`config.mk`:
```
export PLATFORM = sky130hd
export DESIGN_NAME = rank_kwta_select
export DESIGN_NICKNAME = d
export VERILOG_FILES = /design/src/rtl/rko_pkg.sv /design/src/rtl/rko_pair_array.sv /design/src/rtl/rko_score.sv /design/src/rtl/rko_decide.sv /design/src/rtl/rank_kwta_select.sv
export SDC_FILE = /design/constraint.sdc
export NUM_CORES = 1
export LEC_CHECK = 0
export ABC_AREA = 1
export BUFFER_PORTS_ARGS = -buffer_cell sky130_fd_sc_hd__buf_2
export CAP_MARGIN = 0
export CORE_UTILIZATION = 58
export DETAILED_ROUTE_END_ITERATION = 7
export PLACE_DENSITY = 0.77
export SLEW_MARGIN = 20
export SYNTH_ARGS = -nofsm -noshare
export SYNTH_HDL_FRONTEND = slang
export SYNTH_SLANG_ARGS = --single-unit
export TNS_END_PERCENT = 50
```
`constraint.sdc`:
```
create_clock -name clk -period 2.62 [get_ports clk]
set_input_delay 0.131 -clock clk [delete_from_list [all_inputs] [get_ports clk]]
set_output_delay 0.131 -clock clk [all_outputs]
set_load 0.03 [all_outputs]
```
`src/rtl/rko_pkg.sv`:
```
// Shared types for the rank-order selector.
// Assumes: four sequential phases, encoded in two bits.
package rko_pkg;
    typedef enum logic [1:0] {
        PH_IDLE = 2'd0,
        PH_CMP  = 2'd1,
        PH_EVAL = 2'd2,
        PH_OUT  = 2'd3
    } phase_t;
endpackage

```
`src/rtl/rko_pair_array.sv`:
```
// Pairwise comparison array. It registers one comparator result per
// unordered pair (i<j). The reverse ordering is derived as the complement.
// Assumes: unsigned words; on equal words the lower index wins.
// Output bit beat_flat[i*NUM_IN+j] is 1 when input i beats input j.
module rko_pair_array #(
    parameter int NUM_IN = 7,
    parameter int DATA_W = 8
) (
    input  logic                     clk,
    input  logic                     rst_n,
    input  logic                     load,
    input  logic [NUM_IN*DATA_W-1:0] data_flat,
    output logic [NUM_IN*NUM_IN-1:0] beat_flat
);
    for (genvar gi = 0; gi < NUM_IN; gi++) begin : g_row
        for (genvar gj = 0; gj < NUM_IN; gj++) begin : g_col
            if (gi < gj) begin : g_upper
                logic win_q;
                // Capture one shared comparator result for pair (gi,gj).
                always_ff @(posedge clk) begin
                    if (!rst_n)
                        win_q <= 1'b0;
                    else if (load)
                        win_q <= (data_flat[gi*DATA_W +: DATA_W] >= data_flat[gj*DATA_W +: DATA_W]);
                end
                assign beat_flat[gi*NUM_IN+gj] = win_q;
            end else if (gi > gj) begin : g_lower
                assign beat_flat[gi*NUM_IN+gj] = ~beat_flat[gj*NUM_IN+gi];
            end else begin : g_diag
                assign beat_flat[gi*NUM_IN+gj] = 1'b0;
            end
        end
    end
endmodule

```
`src/rtl/rko_score.sv`:
```
// Win counter. For each input it registers the number of pairwise wins.
// Assumes: the diagonal of the win matrix is zero.
module rko_score #(
    parameter int NUM_IN = 7,
    parameter int CNT_W  = 3
) (
    input  logic                     clk,
    input  logic                     rst_n,
    input  logic                     load,
    input  logic [NUM_IN*NUM_IN-1:0] beat_flat,
    output logic [NUM_IN*CNT_W-1:0]  score_flat
);
    logic [NUM_IN*CNT_W-1:0] sum_d;

    // Population count of each row of the win matrix.
    always_comb begin
        sum_d = '0;
        for (int i = 0; i < NUM_IN; i++) begin
            for (int j = 0; j < NUM_IN; j++) begin
                sum_d[i*CNT_W +: CNT_W] = sum_d[i*CNT_W +: CNT_W] + CNT_W'(beat_flat[i*NUM_IN+j]);
            end
        end
    end

    // Register the scores for the evaluate phase.
    always_ff @(posedge clk) begin
        if (!rst_n)
            score_flat <= '0;
        else if (load)
            score_flat <= sum_d;
    end
endmodule

```
`src/rtl/rko_decide.sv`:
```
// Score-to-code matcher. Rank mode tests equality; k-winners mode tests
// score >= code. Purely combinational.
// Assumes: both operands are unsigned and zero-extended to a common width.
module rko_decide #(
    parameter int NUM_IN = 7,
    parameter int CNT_W  = 3,
    parameter int SEL_W  = 3
) (
    input  logic [NUM_IN*CNT_W-1:0] score_flat,
    input  logic                    kwta,
    input  logic [SEL_W-1:0]        code,
    output logic [NUM_IN-1:0]       match
);
    localparam int CW = (CNT_W > SEL_W) ? CNT_W : SEL_W;

    logic [CW-1:0] code_x;
    assign code_x = CW'(code);

    for (genvar gi = 0; gi < NUM_IN; gi++) begin : g_cmp
        logic [CW-1:0] sc_x;
        assign sc_x = CW'(score_flat[gi*CNT_W +: CNT_W]);
        // Compare one input's score with the select code.
        always_comb begin
            if (kwta)
                match[gi] = (sc_x >= code_x);
            else
                match[gi] = (sc_x == code_x);
        end
    end
endmodule

```
`src/rtl/rank_kwta_select.sv`:
```
// Top of the rank-order / k-winners selector.
// Sequence: start (idle) captures inputs, then compare, evaluate, output.
// Starts arriving while busy are dropped.
// Assumes: NUM_IN >= 2 and NUM_IN <= 2**SEL_W.
module rank_kwta_select #(
    parameter int NUM_IN = 7,
    parameter int DATA_W = 8,
    parameter int SEL_W  = 3
) (
    input  logic                     clk,
    input  logic                     rst_n,
    input  logic [NUM_IN*DATA_W-1:0] in_flat,
    input  logic                     kwta_mode,
    input  logic [SEL_W-1:0]         sel_code,
    input  logic                     start,
    output logic [NUM_IN-1:0]        win_mask,
    output logic                     res_valid
);
    import rko_pkg::*;

    localparam int CNT_W = $clog2(NUM_IN);

    phase_t                    phase_q;
    logic [NUM_IN*DATA_W-1:0]  smp_data_q;
    logic                      smp_mode_q;
    logic [SEL_W-1:0]          smp_code_q;
    logic [NUM_IN*NUM_IN-1:0]  beat_flat;
    logic [NUM_IN*CNT_W-1:0]   score_flat;
    logic [NUM_IN-1:0]         match;
    logic                      accept;

    assign accept = start && (phase_q == PH_IDLE);

    // Phase sequencer: idle -> compare -> evaluate -> output -> idle.
    always_ff @(posedge clk) begin
        if (!rst_n) begin
            phase_q <= PH_IDLE;
        end else begin
            unique case (phase_q)
                PH_IDLE: if (accept) phase_q <= PH_CMP;
                PH_CMP:  phase_q <= PH_EVAL;
                PH_EVAL: phase_q <= PH_OUT;
                PH_OUT:  phase_q <= PH_IDLE;
                default: phase_q <= PH_IDLE;
            endcase
        end
    end

    // Sample phase: hold inputs, mode and code for the whole computation.
    always_ff @(posedge clk) begin
        if (!rst_n) begin
            smp_data_q <= '0;
            smp_mode_q <= 1'b0;
            smp_code_q <= '0;
        end else if (accept) begin
            smp_data_q <= in_flat;
            smp_mode_q <= kwta_mode;
            smp_code_q <= sel_code;
        end
    end

    rko_pair_array #(.NUM_IN(NUM_IN), .DATA_W(DATA_W)) i_pairs (
        .clk       (clk),
        .rst_n     (rst_n),
        .load      (phase_q == PH_CMP),
        .data_flat (smp_data_q),
        .beat_flat (beat_flat)
    );

    rko_score #(.NUM_IN(NUM_IN), .CNT_W(CNT_W)) i_score (
        .clk        (clk),
        .rst_n      (rst_n),
        .load       (phase_q == PH_EVAL),
        .beat_flat  (beat_flat),
        .score_flat (score_flat)
    );

    rko_decide #(.NUM_IN(NUM_IN), .CNT_W(CNT_W), .SEL_W(SEL_W)) i_decide (
        .score_flat (score_flat),
        .kwta       (smp_mode_q),
        .code       (smp_code_q),
        .match      (match)
    );

    // Output register: new mask and a one-cycle valid pulse.
    always_ff @(posedge clk) begin
        if (!rst_n) begin
            win_mask  <= '0;
            res_valid <= 1'b0;
        end else begin
            res_valid <= (phase_q == PH_OUT);
            if (phase_q == PH_OUT)
                win_mask <= match;
        end
    end
endmodule

```
# Word-level counts from Yosys, hierarchy flattened

Index checks and enable logic that the tools add are counted.

Add/sub/neg operators: 35
Order comparisons: 28
Equality and inequality tests: 11
Mux-type cells: 9
Bitwise gates (word level): 21
Reductions and logical operators: 2

Operator list:

| operator                                                              | number |
|---|---|
| 8-bit >= comparator                                                   | 21 |
| 3-bit by 1-bit adder with 3-bit output                                | 28 |
| 3-bit equality test                                                   | 7 |
| 3-bit >= comparator                                                   | 7 |
| 1-bit NOT                                                             | 21 |
| 1-bit by 1-bit adder with 2-bit output                                | 7 |
| 2-bit one-hot mux with 4 select lines                                 | 1 |
| 1-bit two-way mux                                                     | 7 |
| 2-bit equality test, second input constant                            | 2 |
| 2-bit by 1-bit equality test with 1-bit output, second input constant | 1 |
| 2-bit logical NOT                                                     | 1 |
| 2-bit two-way mux                                                     | 1 |
| 2-bit != test, second input constant                                  | 1 |
| 1-bit logical AND                                                     | 1 |

Flip-flop bits (word level): 112
Input bits: 63
Output and inout port bits: 8
Logic and storage cells: 134

# Longest topological paths before layout

Gate-level depths: netlist of the first run.

Depth after elaboration: 6
Depth in mapped cells: 9
Mapped depth without buffers: 9

# Cells and area by module

From an unflattened synthesis of the first run, not the netlist that was laid out.

Cell total of the unflattened synthesis: 1297
Area total of the unflattened synthesis: 9860.7 um2

Modules (own cells, without submodules):

| module           | times used | cells each | area each (um2) | seq. area each (um2) |
|---|---|---|---|---|
| rko_pair_array   | 1          | 715        | 5004.8          | 420.4 |
| rank_kwta_select | 1          | 325        | 2824.0          | 1401.3 |
| rko_score        | 1          | 178        | 1525.2          | 420.4 |
| rko_decide       | 1          | 79         | 506.7           | 0.0 |

# Least setup slack after synthesis of the first run

OpenSTA, ideal clock, no wires.

Kind: reg-to-reg
From: reg i_pairs.g_row[1].g_col[2].g_upper.win_q
To: reg i_score.score_flat[7]
Library setup time: 0.070 ns
Data arrival time: 2.225 ns
Required time: 2.550 ns
Setup slack: 0.325 ns
Cell stages (with the launch flop): 10
Path buffers: 0
Period minus slack after synthesis: 2.295 ns
Path through: dfxtp_1 > inv_1 > ha_1 > inv_1 > fa_1 > inv_1 > fa_1 > inv_1 > fa_1 > a21oi_1

Longest elaborated chain between the ends: 6

RTL lines:

| item                                                | RTL line             | text |
|---|---|---|
| start, declared                                     | rko_pair_array.sv:18 | `logic win_q;` |
| start signal, assigned                              | rko_pair_array.sv:24 | `win_q <= (data_flat[gi*DATA_W +: DATA_W] >= data_flat[gj*DATA_W +: DATA_W]);` |
| 1-bit NOT                                           | rko_pair_array.sv:28 | `assign beat_flat[gi*NUM_IN+gj] = ~beat_flat[gj*NUM_IN+gi];` |
| 1-bit by 1-bit adder with 2-bit output              | rko_score.sv:20      | `sum_d[i*CNT_W +: CNT_W] = sum_d[i*CNT_W +: CNT_W] + CNT_W'(beat_flat[i*NUM_IN+j]);` |
| 3-bit by 1-bit adder with 3-bit output (4 in a row) | rko_score.sv:20      |  |
| end signal, assigned                                | rko_score.sv:30      | `score_flat <= sum_d;` |
| end, declared                                       | rko_score.sv:11      | `output logic [NUM_IN*CNT_W-1:0] score_flat` |

Every way passes these cells.
A chain may end at the register's enable or synchronous reset.

# Worst setup path in the final report of the first run

From: reg i_pairs.g_row[0].g_col[3].g_upper.win_q
To: reg i_score.score_flat[10]

Longest elaborated chain between the ends: 6

RTL lines:

| item                                                | RTL line |
|---|---|
| start, declared                                     | rko_pair_array.sv:18 |
| start signal, assigned                              | rko_pair_array.sv:24 |
| 1-bit NOT                                           | rko_pair_array.sv:28 |
| 1-bit by 1-bit adder with 2-bit output              | rko_score.sv:20 |
| 3-bit by 1-bit adder with 3-bit output (4 in a row) | rko_score.sv:20 |

Every way passes these cells.

==> results of run 1 <==
cells by family (layout without fill, tap and decap cells):
group	after synthesis	in the layout	synth area share
buf+inv	267	323	0.122
simple gates	454	454	0.195
compound gates	224	224	0.122
flops	112	112	0.243
fa+ha+maj	222	222	0.318
cell usage in the layout (no fill, tap or decap), drive strengths merged:
master and n:
clkbuf 11, a21oi 107, nor2 155, nand2 228, ha 201, dfxtp 112
nand3 70, o21ai 117, fa 21, nor3 1, inv 234, buf 74
clkinvlp 1, clkinv 3
routing by layer:
metal  up-vias  share of wire  GRT usage
met2       162           0.44      0.450
met5         -              0          0
met1      3573           0.50      0.368
met3        25          0.043     0.0313
li1       4198              -          -
met4         0          0.020     0.0907
path summary, 6_finish.rpt:
kind | startpoint | endpoint | slack (ps) | depth (start not counted)
setup reg to reg | i_pairs.g_row[0].g_col[3].g_upper.win_q | i_score.score_flat[10] | 190 | 7
hold reg to reg | i_score.score_flat[0] | i_score.score_flat[0] | 470 | 2
hold / removal | in_flat[3] | smp_data_q[3] | 30 | 3
setup / recovery | i_pairs.g_row[0].g_col[3].g_upper.win_q | i_score.score_flat[10] | 190 | 7
stage by stage:
stage	utilization	total power [mW]	cells
global placement	0.627	9.56	1530
global route	0.646	12.7	1546
floorplan	-	8.10	1279
finish	0.646	11.3	1546
CTS	0.646	11.4	1546
detailed placement	0.627	9.94	1530
final cells by class:
class                           count  area [sq um]
Clock buffer                       11           243
Clock inverter                      5          47.5
Fill cell                        1388          5440
Inverter                          233           875
Multi-Input combinational cell    900          5860
Sequential cell                   112          2240
Tap cell                          211           264
Timing Repair Buffer               74           405
cell usage after synthesis (all sizes together):
cell type	instances
ha	201
a21oi	107
nor2	155
nand2	228
o21ai	117
fa	21
buf	25
nor3	1
nand3	70
clkinv	1
inv	232
clkbuf	9
dfxtp	112
power by group:
group / switching, mW / total (mW) / internal (mW) / leakage, nW
Combinational: 4.34 / 7.04 / 2.70 / 4.11
Sequential: 0.596 / 2.88 / 2.28 / 0.923
Clock: 0.690 / 1.38 / 0.690 / 0.140
Total: 5.63 / 11.3 / 5.67 / 5.17
worst max-delay path: stages (launching register included):
cell	delay (ps)
dfxtp_1	390
inv_1	60
ha_1	290
inv_1	60
fa_1	510
fa_1	460
fa_1	490
a21oi_1	60
registers in the layout (all words and copies together), names as in the netlist:
register / cells
smp_data_q: 56
i_pairs.g_row.g_col.g_upper.win_q: 21
i_score.score_flat: 21
win_mask: 7
smp_code_q: 3
phase_q: 2
res_valid: 1
smp_mode_q: 1
==> run metrics, run 1 <==
run status finished, final reports clean; Synth area leaders ha_1 27%, dfxtp_1 24%, inv_1 9.4%; Setup CP Type reg -> reg; Die Ht 128 um; drt drc 0; CP Capture Type register; post-synthesis sequential area ratio 0.243; LEAKAGE 5.17 nW; final wirelength 21100 um; VDD IR max 0.557 mV; die footprint 16400 sq um; average wire per standard cell 13.6 um; final hold slack 26.8 ps; Sink Count 112; clk_lat worst skew 360 ps; GRT Residual Overflow 0; Hold-fix buffers, CTS 0; starting DRC count in detailed routing 421; Syn Inst Count 1279; Ports 71; Final Hold Fails 0; area of the core 15400 sq um; vias in the first global route 7252; post-DP HPWL 16600 um; ANT cells 0; HP Class in -> reg; Detail Route Antenna Nets 0; largest net degree at the start of global routing 77; final instance area 9930 sq um; RSZ-0062 raised after global routing false; synthesized cell area 9220 sq um; first-pass GRT wire length 34800 um; drt via density 5.15; via count 7958; CP arrival 2670 ps; Mapped Avg Cell Area 7.21 sq um; worst-path fanout max 3; Post-CTS Setup Inserts 0; Final Skew 6.05 ps; Cell Area, Placed 9640 sq um; I/O Buffers 70; num rows 45; largest area contributor in the netlist ha_1; DP Worst Slack 185 ps; htree depth 3; Max Clk Rate 411 MHz; final period utilization 0.928; CTS tree built; post-route setup slack 188 ps; Syn-to-layout area delta 7.69%; Worst Path Required 2860 ps; clk root buf clkbuf_16; RD Place Congestion 0.891; Setup Viol. Count Final 0; gr usage total 0.272; layout cells sized above 1 0.0689; MaxCap Viol Count 0; Synth top area share 0.273; minimum clock period 2430 ps; Die Span X 128 um; Power Dens Cells 1140 nW/um^2; clock slew at reported path FFs 80 ps; max-slew violations 0; Slew @ Worst Pin 562 ps; Worst setup SP type register; Post-Syn Nets 1564; initial antenna violation count 0; post-cts resize count 0; Synth Register Bits 112; Setup TNS 0 ps; Synth warnings 0; Worst slew margin 0.625; Initial Util 0.600; CTS Buf Count 9; DRT Pass-1 Iters 5; net total in the final layout 1615; Synth cell types 20; CTS Buffer Depth 2
Note: power is estimated with default switching activity, not from simulation.
==> run 2, diff against run 1 <==
- BUFFER_PORTS_ARGS: -buffer_cell sky130_fd_sc_hd__buf_2 -> -buffer_cell sky130_fd_sc_hd__clkbuf_2
- SETUP_SLACK_MARGIN: unset -> 0.02
==> run 2 against run 1 <==
- register-to-register slack worse by 20 ps
- final area hardly changed
- via count grew 0.26%
- worst hold slack improved by 2.5 ps
- wire length increased by 1.6%
- power decreased by 0.23%
- global-route usage up 0.81 points
- non-clock buffer count grew 4
- clock-buffer cell count stayed put
- utilization hardly changed
- first-iteration DRC count grew 5.0%
- critical path depth is 2 higher
- largest power group unchanged
- highest routed layer unchanged
==> run metrics, run 2 (synthesis results as in run 1) <==
run status finished, final reports clean; Critical path origin i_pairs.g_row[1].g_col[2].g_upper.win_q; max-slew violations 0 (unchanged); first-pass GRT wire length 36000 um (+3.5%); clock slew at reported path FFs 80 ps (about the same); final hold slack 29.3 ps (+2.46 ps); worst-path fanout max 3 (unchanged); largest net degree at the start of global routing 52 (-32%); post-route setup slack 171 ps (-17.5 ps); layout cells sized above 1 0.0709 (+0.00203); post-DP HPWL 16900 um (+1.8%); R2R Setup Slk 170 ps (-20 ps); MaxCap Viol Count 0 (unchanged); GRT Residual Overflow 0 (unchanged); Logic pwr share 0.622 (about the same); ANT cells 0 (unchanged); average wire per standard cell 13.8 um (+1.4%); Die Ht 128 um (unchanged); RD Place Congestion 0.849 (-4.8%); r2r endpoint i_score.score_flat[7]; area of the core 15400 sq um (unchanged); Worst setup SP type register; minimum clock period 2450 ps (+17.5 ps); FILL cells 1405 (+1.2%); fin cells 1550 (+0.26%); Die Span X 128 um (unchanged); Worst slew margin 0.656 (+0.0306); Slew @ Worst Pin 516 ps (-46.0 ps); Syn-to-layout area delta 7.77% (about the same); Setup TNS 0 ps (unchanged); clk root buf clkbuf_16; Post-CTS Setup Inserts 0 (unchanged); Regs by FF count smp_data_q x56, i_pairs.g_row.g_col.g_upper.win_q x21, i_score.score_flat x21; Switching Share 0.500 (+0.00200); clk_lat worst skew 360 ps (about the same); Hold-fix buffers, CTS 0 (unchanged); htree depth 3 (unchanged); Worst Path Required 2920 ps (+60 ps); Flop pwr share 0.256 (about the same); vias in the first global route 7361 (+1.5%); Reg2Reg Depth 9 (+2); post-cts resize count 0 (unchanged); die footprint 16400 sq um (unchanged); Detail Route Antenna Nets 0 (unchanged); DRT Pass-1 Iters 5 (unchanged); gr usage total 0.280 (+0.00814); DP Worst Slack 153 ps (-32.6 ps); final period utilization 0.935 (+0.00668); CP arrival 2750 ps (+80 ps); starting DRC count in detailed routing 442 (+5.0%); Final Hold Fails 0 (unchanged); CTS Buf Count 9 (unchanged); crit path to i_score.score_flat[7]; power share of the clock group 0.121 (about the same); VDD IR max 0.532 mV (-4.5%); Initial Util 0.600 (unchanged); P_sw 5.64 mW (+0.17%); CTS Buffer Depth 2 (unchanged); drt via density 5.15 (about the same); P_int 5.63 mW (-0.63%); final wirelength 21400 um (+1.6%); commonest non-fill, non-tap cells in the layout 230 x inv_1, 227 x nand2_1, 201 x ha_1, 155 x nor2_1, 112 x dfxtp_1; Setup CP Type reg -> reg; commonest non-fill, non-tap cell in the layout inv_1; Setup Viol. Count Final 0 (unchanged); drt drc 0 (unchanged); start of the worst register-to-register path i_pairs.g_row[1].g_col[2].g_upper.win_q; Max Clk Rate 408 MHz (-0.71%); LEAKAGE 5.19 nW (+0.29%); I/O Buffers 70 (unchanged); HP Class in -> reg; Ports 71 (unchanged); Reg with most FFs smp_data_q; Final Skew 7.83 ps (+1.79 ps); Power Dens Cells 1130 nW/um^2 (-0.31%); RSZ-0062 raised after global routing false; placed cell count 1534 (+0.26%); net total in the final layout 1619 (+0.25%); via count 7979 (+0.26%); CP Capture Type register; Sink Count 112 (unchanged); num rows 45 (unchanged); initial antenna violation count 0 (unchanged); CTS tree built; total power 11.3 mW (-0.23%); max reg flops 56 (unchanged)
==> run 2: cell type report <==
class	count	area, sq um	area share
Sequential cell	112	2240	0.226
Clock buffer	11	233	0.0234
Timing Repair Buffer	78	423	0.0425
Multi-Input combinational cell	900	5860	0.589
Tap cell	211	264	0.0266
Clock inverter	5	47.5	0.00478
Inverter	233	875	0.0880
==> run 2: routing by layer <==
layer | vias to the layer above | GRT usage | routed length (um)
met5 | - | 0 | 0
met4 | 0 | 0.0934 | 580
met3 | 38 | 0.0371 | 1130
met2 | 197 | 0.454 | 9180
met1 | 3528 | 0.384 | 10500
li1 | 4216 | - | -
==> run 2: power by group through the flow <==
stage               registers (mW)  clock network (mW)  logic (mW)
finish                        2.89                1.37        7.01
CTS                           2.88                1.39        7.03
global route                  2.97                1.45        8.33
global placement              2.89                   0        6.69
floorplan                     2.73                   0        5.37
detailed placement            2.92                   0        6.98
==> run 2: worst min path at each step <==
| stage | startpoint | end | slack, ps | cells after the start |
|---|---|---|---|---|
| 3_5_place_dp | in_flat[3] | smp_data_q[3] | 400 | 3 |
| 4_1_cts | in_flat[5] | smp_data_q[5] | 20 | 3 |
| 3_3_place_gp | in_flat[54] | smp_data_q[54] | 390 | 3 |
| 6_report | kwta_mode | smp_mode_q | 30 | 3 |
| 5_1_grt | sel_code[2] | smp_code_q[2] | 50 | 3 |
| 2_1_floorplan | sel_code[0] | smp_code_q[0] | 290 | 2 |
==> run 2: critical path, stage by stage (launching register included) <==
cell and delay, ps:
dfxtp_1 360, inv_1 50, ha_1 260, inv_1 60, fa_1 530, inv_1 60, fa_1 420, inv_1 90
fa_1 410, a21oi_1 150
==> run 2: stage by stage <==
step / area [sq um] / utilization
2_1_floorplan: 9220 / -
3_3_place_gp: 9660 / 0.628
3_5_place_dp: 9660 / 0.628
4_1_cts: 9940 / 0.647
5_1_grt: 9940 / 0.647
6_report: 9940 / 0.647
==> run 3, diff against run 2 <==
- CTS_BUF_LIST: unset -> sky130_fd_sc_hd__clkbuf_8
==> run 3 against run 2 <==
- final area increased by 1.3%
- wire length increased by 0.97%
- power decreased by 3.0%
- clock-buffer cell count decreased by 2
- combinational power about the same
- sequential power about the same
- critical path type unchanged
==> run metrics, run 3 (synthesis results as in run 1) <==
Die Span X 128 um (unchanged); r2r endpoint i_score.score_flat[7]; HP Class in -> reg; area of the core 15400 sq um (unchanged); Worst Path Required 2960 ps (+40 ps); CTS Buffer Depth 2 (unchanged); vias in the first global route 7522 (+2.2%); drt via density 5.13 (-0.29%); Power Dens Cells 1090 nW/um^2 (-4.2%); RSZ-0062 raised after global routing false; via count 8074 (+1.2%); Hold Path Sink smp_data_q[35]; Initial Util 0.600 (unchanged); I/O Buffers 70 (unchanged); CTS tree built; post-DP HPWL 16900 um (unchanged); LEAKAGE 5.25 nW (+1.1%); final core occ 0.655 (+0.00847); Post-CTS Setup Inserts 0 (unchanged); max-slew violations 0 (unchanged); FILL cells 1390 (-1.1%); VDD IR max 0.487 mV (-8.4%); Slew @ Worst Pin 516 ps (-0.403 ps); final period utilization 0.933 (-0.00132); first-pass GRT wire length 36300 um (+0.80%); initial antenna violation count 0 (unchanged); Final Skew 10.5 ps (+2.64 ps); placed cell count 1534 (unchanged); ANT cells 0 (unchanged); minimum clock period 2450 ps (-3.47 ps); fin cells 1573 (+1.5%); CP dominant cell by count inv_1; commonest non-fill, non-tap cells in the layout 232 x inv_1, 227 x nand2_1, 201 x ha_1, 155 x nor2_1, 111 x dfxtp_1; clk_lat worst skew 400 ps (+40 ps); MaxCap Viol Count 0 (unchanged); Min-Delay Startpoint in_flat[35]; Regs by FF count smp_data_q x56, i_pairs.g_row.g_col.g_upper.win_q x21, i_score.score_flat x21; start of the worst register-to-register path i_pairs.g_row[0].g_col[2].g_upper.win_q; DRT Pass-1 Iters 5 (unchanged); hold depth 3 (unchanged); critical path cell sequence inv_1 > ha_1 > inv_1 > fa_1 > inv_1 > fa_1 > inv_1 > fa_1 > a21oi_1; Syn-to-layout area delta 9.18%; CP Capture Type register; Worst slew margin 0.656 (about the same); Setup CP Type reg -> reg; P_int 5.34 mW (-5.2%); htree depth 3 (unchanged); net total in the final layout 1642 (+1.4%); Flop pwr share 0.264 (+0.008); crit-path max cell delay 530 ps (about the same); slowest CP cell fa_1; max reg flops 56 (unchanged); CTS Buf Count 9 (unchanged); final wirelength 21600 um (+0.97%); Reg2Reg Depth 9 (unchanged); gr usage total 0.283 (+0.00269); Setup TNS 0 ps (unchanged); Reg with most FFs smp_data_q; power share of the clock group 0.094 (-0.027); Switching Share 0.512 (+0.0112); R2R Setup Slk 170 ps (about the same); starting DRC count in detailed routing 455 (+2.9%); Worst setup SP type register; drt drc 0 (unchanged); Final Hold Fails 0 (unchanged); Detail Route Antenna Nets 0 (unchanged); GRT Residual Overflow 0 (unchanged); Max Clk Rate 409 MHz (+0.14%); average wire per standard cell 13.7 um (-0.51%); clk root buf clkbuf_8; die footprint 16400 sq um (unchanged); P_sw 5.59 mW (-0.80%); commonest non-fill, non-tap cell in the layout inv_1; Sequential Area 2240 sq um (about the same); CP arrival 2780 ps (+30 ps); layout cells sized above 1 0.0705 (-0.000464); worst-path fanout max 3 (unchanged); run status finished, final reports clean; Die Ht 128 um (unchanged); multi-input logic area 5860 sq um (unchanged); RD Place Congestion 0.849 (unchanged); num rows 45 (unchanged); Ports 71 (unchanged); Logic pwr share 0.643 (+0.021); Setup Viol. Count Final 0 (unchanged); clock slew at reported path FFs 120 ps (+40 ps); largest net degree at the start of global routing 52 (unchanged); Sink Count 112 (unchanged)
==> run 3: cell types whose count changed in the layout (fill, tap and decap cells not counted) <==
cell / previous run / this run
dlygate4sd3_1: 0 / 23
clkbuf_16: 9 / 0
clkbuf_8: 0 / 9
clkbuf_1: 2 / 0
inv_1: 230 / 232
dfxtp_1: 112 / 111
dfxtp_2: 0 / 1
==> run 3: cell type report <==
type	count	area share
Inverter	233	0.0868
Multi-Input combinational cell	900	0.582
Timing Repair Buffer	101	0.0649
Sequential cell	112	0.223
Tap cell	211	0.0262
Clock inverter	7	0.00547
Clock buffer	9	0.0123
==> run 3: power by group through the flow <==
stage / logic (mW) / registers [mW] / clock network [mW]
6_report: 7.03 / 2.89 / 1.02
5_1_grt: 8.34 / 2.97 / 1.10
4_1_cts: 7.05 / 2.88 / 1.04
3_5_place_dp: 6.98 / 2.92 / 0
3_3_place_gp: 6.69 / 2.89 / 0
2_1_floorplan: 5.37 / 2.73 / 0
==> run 3: what timing repair did <==
item,4_1_cts,5_1_grt
hold buffers,23,0
resized for setup,0,1
endpoints found under the hold margin,23,0
setup endpoints to repair,0,1
==> run 3: metrics by stage <==
stage	hold WS (ps)	power, mW	instance area, sq um	worst slack (ps)
3_5_place_dp	396	9.90	9660	153
6_report	8.44	10.9	10100	174
3_3_place_gp	393	9.59	9660	256
5_1_grt	7.52	12.4	10100	46.3
4_1_cts	0.00794	11.0	10100	140
2_1_floorplan	294	8.10	9220	325
==> run 3: critical path, delay by kind of cell, from the launching register on <==
kind	cells	cell delay [ps]
flops	1	370
buf+inv	4	250
fa+ha+maj	4	1620
compound gates	1	150
==> run 3: worst max-delay path by stage <==
stage | startpoint | end | slack (ps)
after floorplan | i_pairs.g_row[1].g_col[2].g_upper.win_q | i_score.score_flat[7] | 330
after global placement | i_pairs.g_row[1].g_col[5].g_upper.win_q | i_score.score_flat[16] | 260
after detailed placement | i_pairs.g_row[1].g_col[2].g_upper.win_q | i_score.score_flat[7] | 150
after CTS | i_pairs.g_row[1].g_col[2].g_upper.win_q | i_score.score_flat[7] | 140
after global routing | i_pairs.g_row[0].g_col[5].g_upper.win_q | i_score.score_flat[16] | 50
final | i_pairs.g_row[0].g_col[2].g_upper.win_q | i_score.score_flat[7] | 170
==> run 3: routing by layer <==
layer	GRT usage	wire length (um)
met5	0	0
met1	0.383	10600
met2	0.462	9430
met4	0.0934	533
met3	0.0405	1040
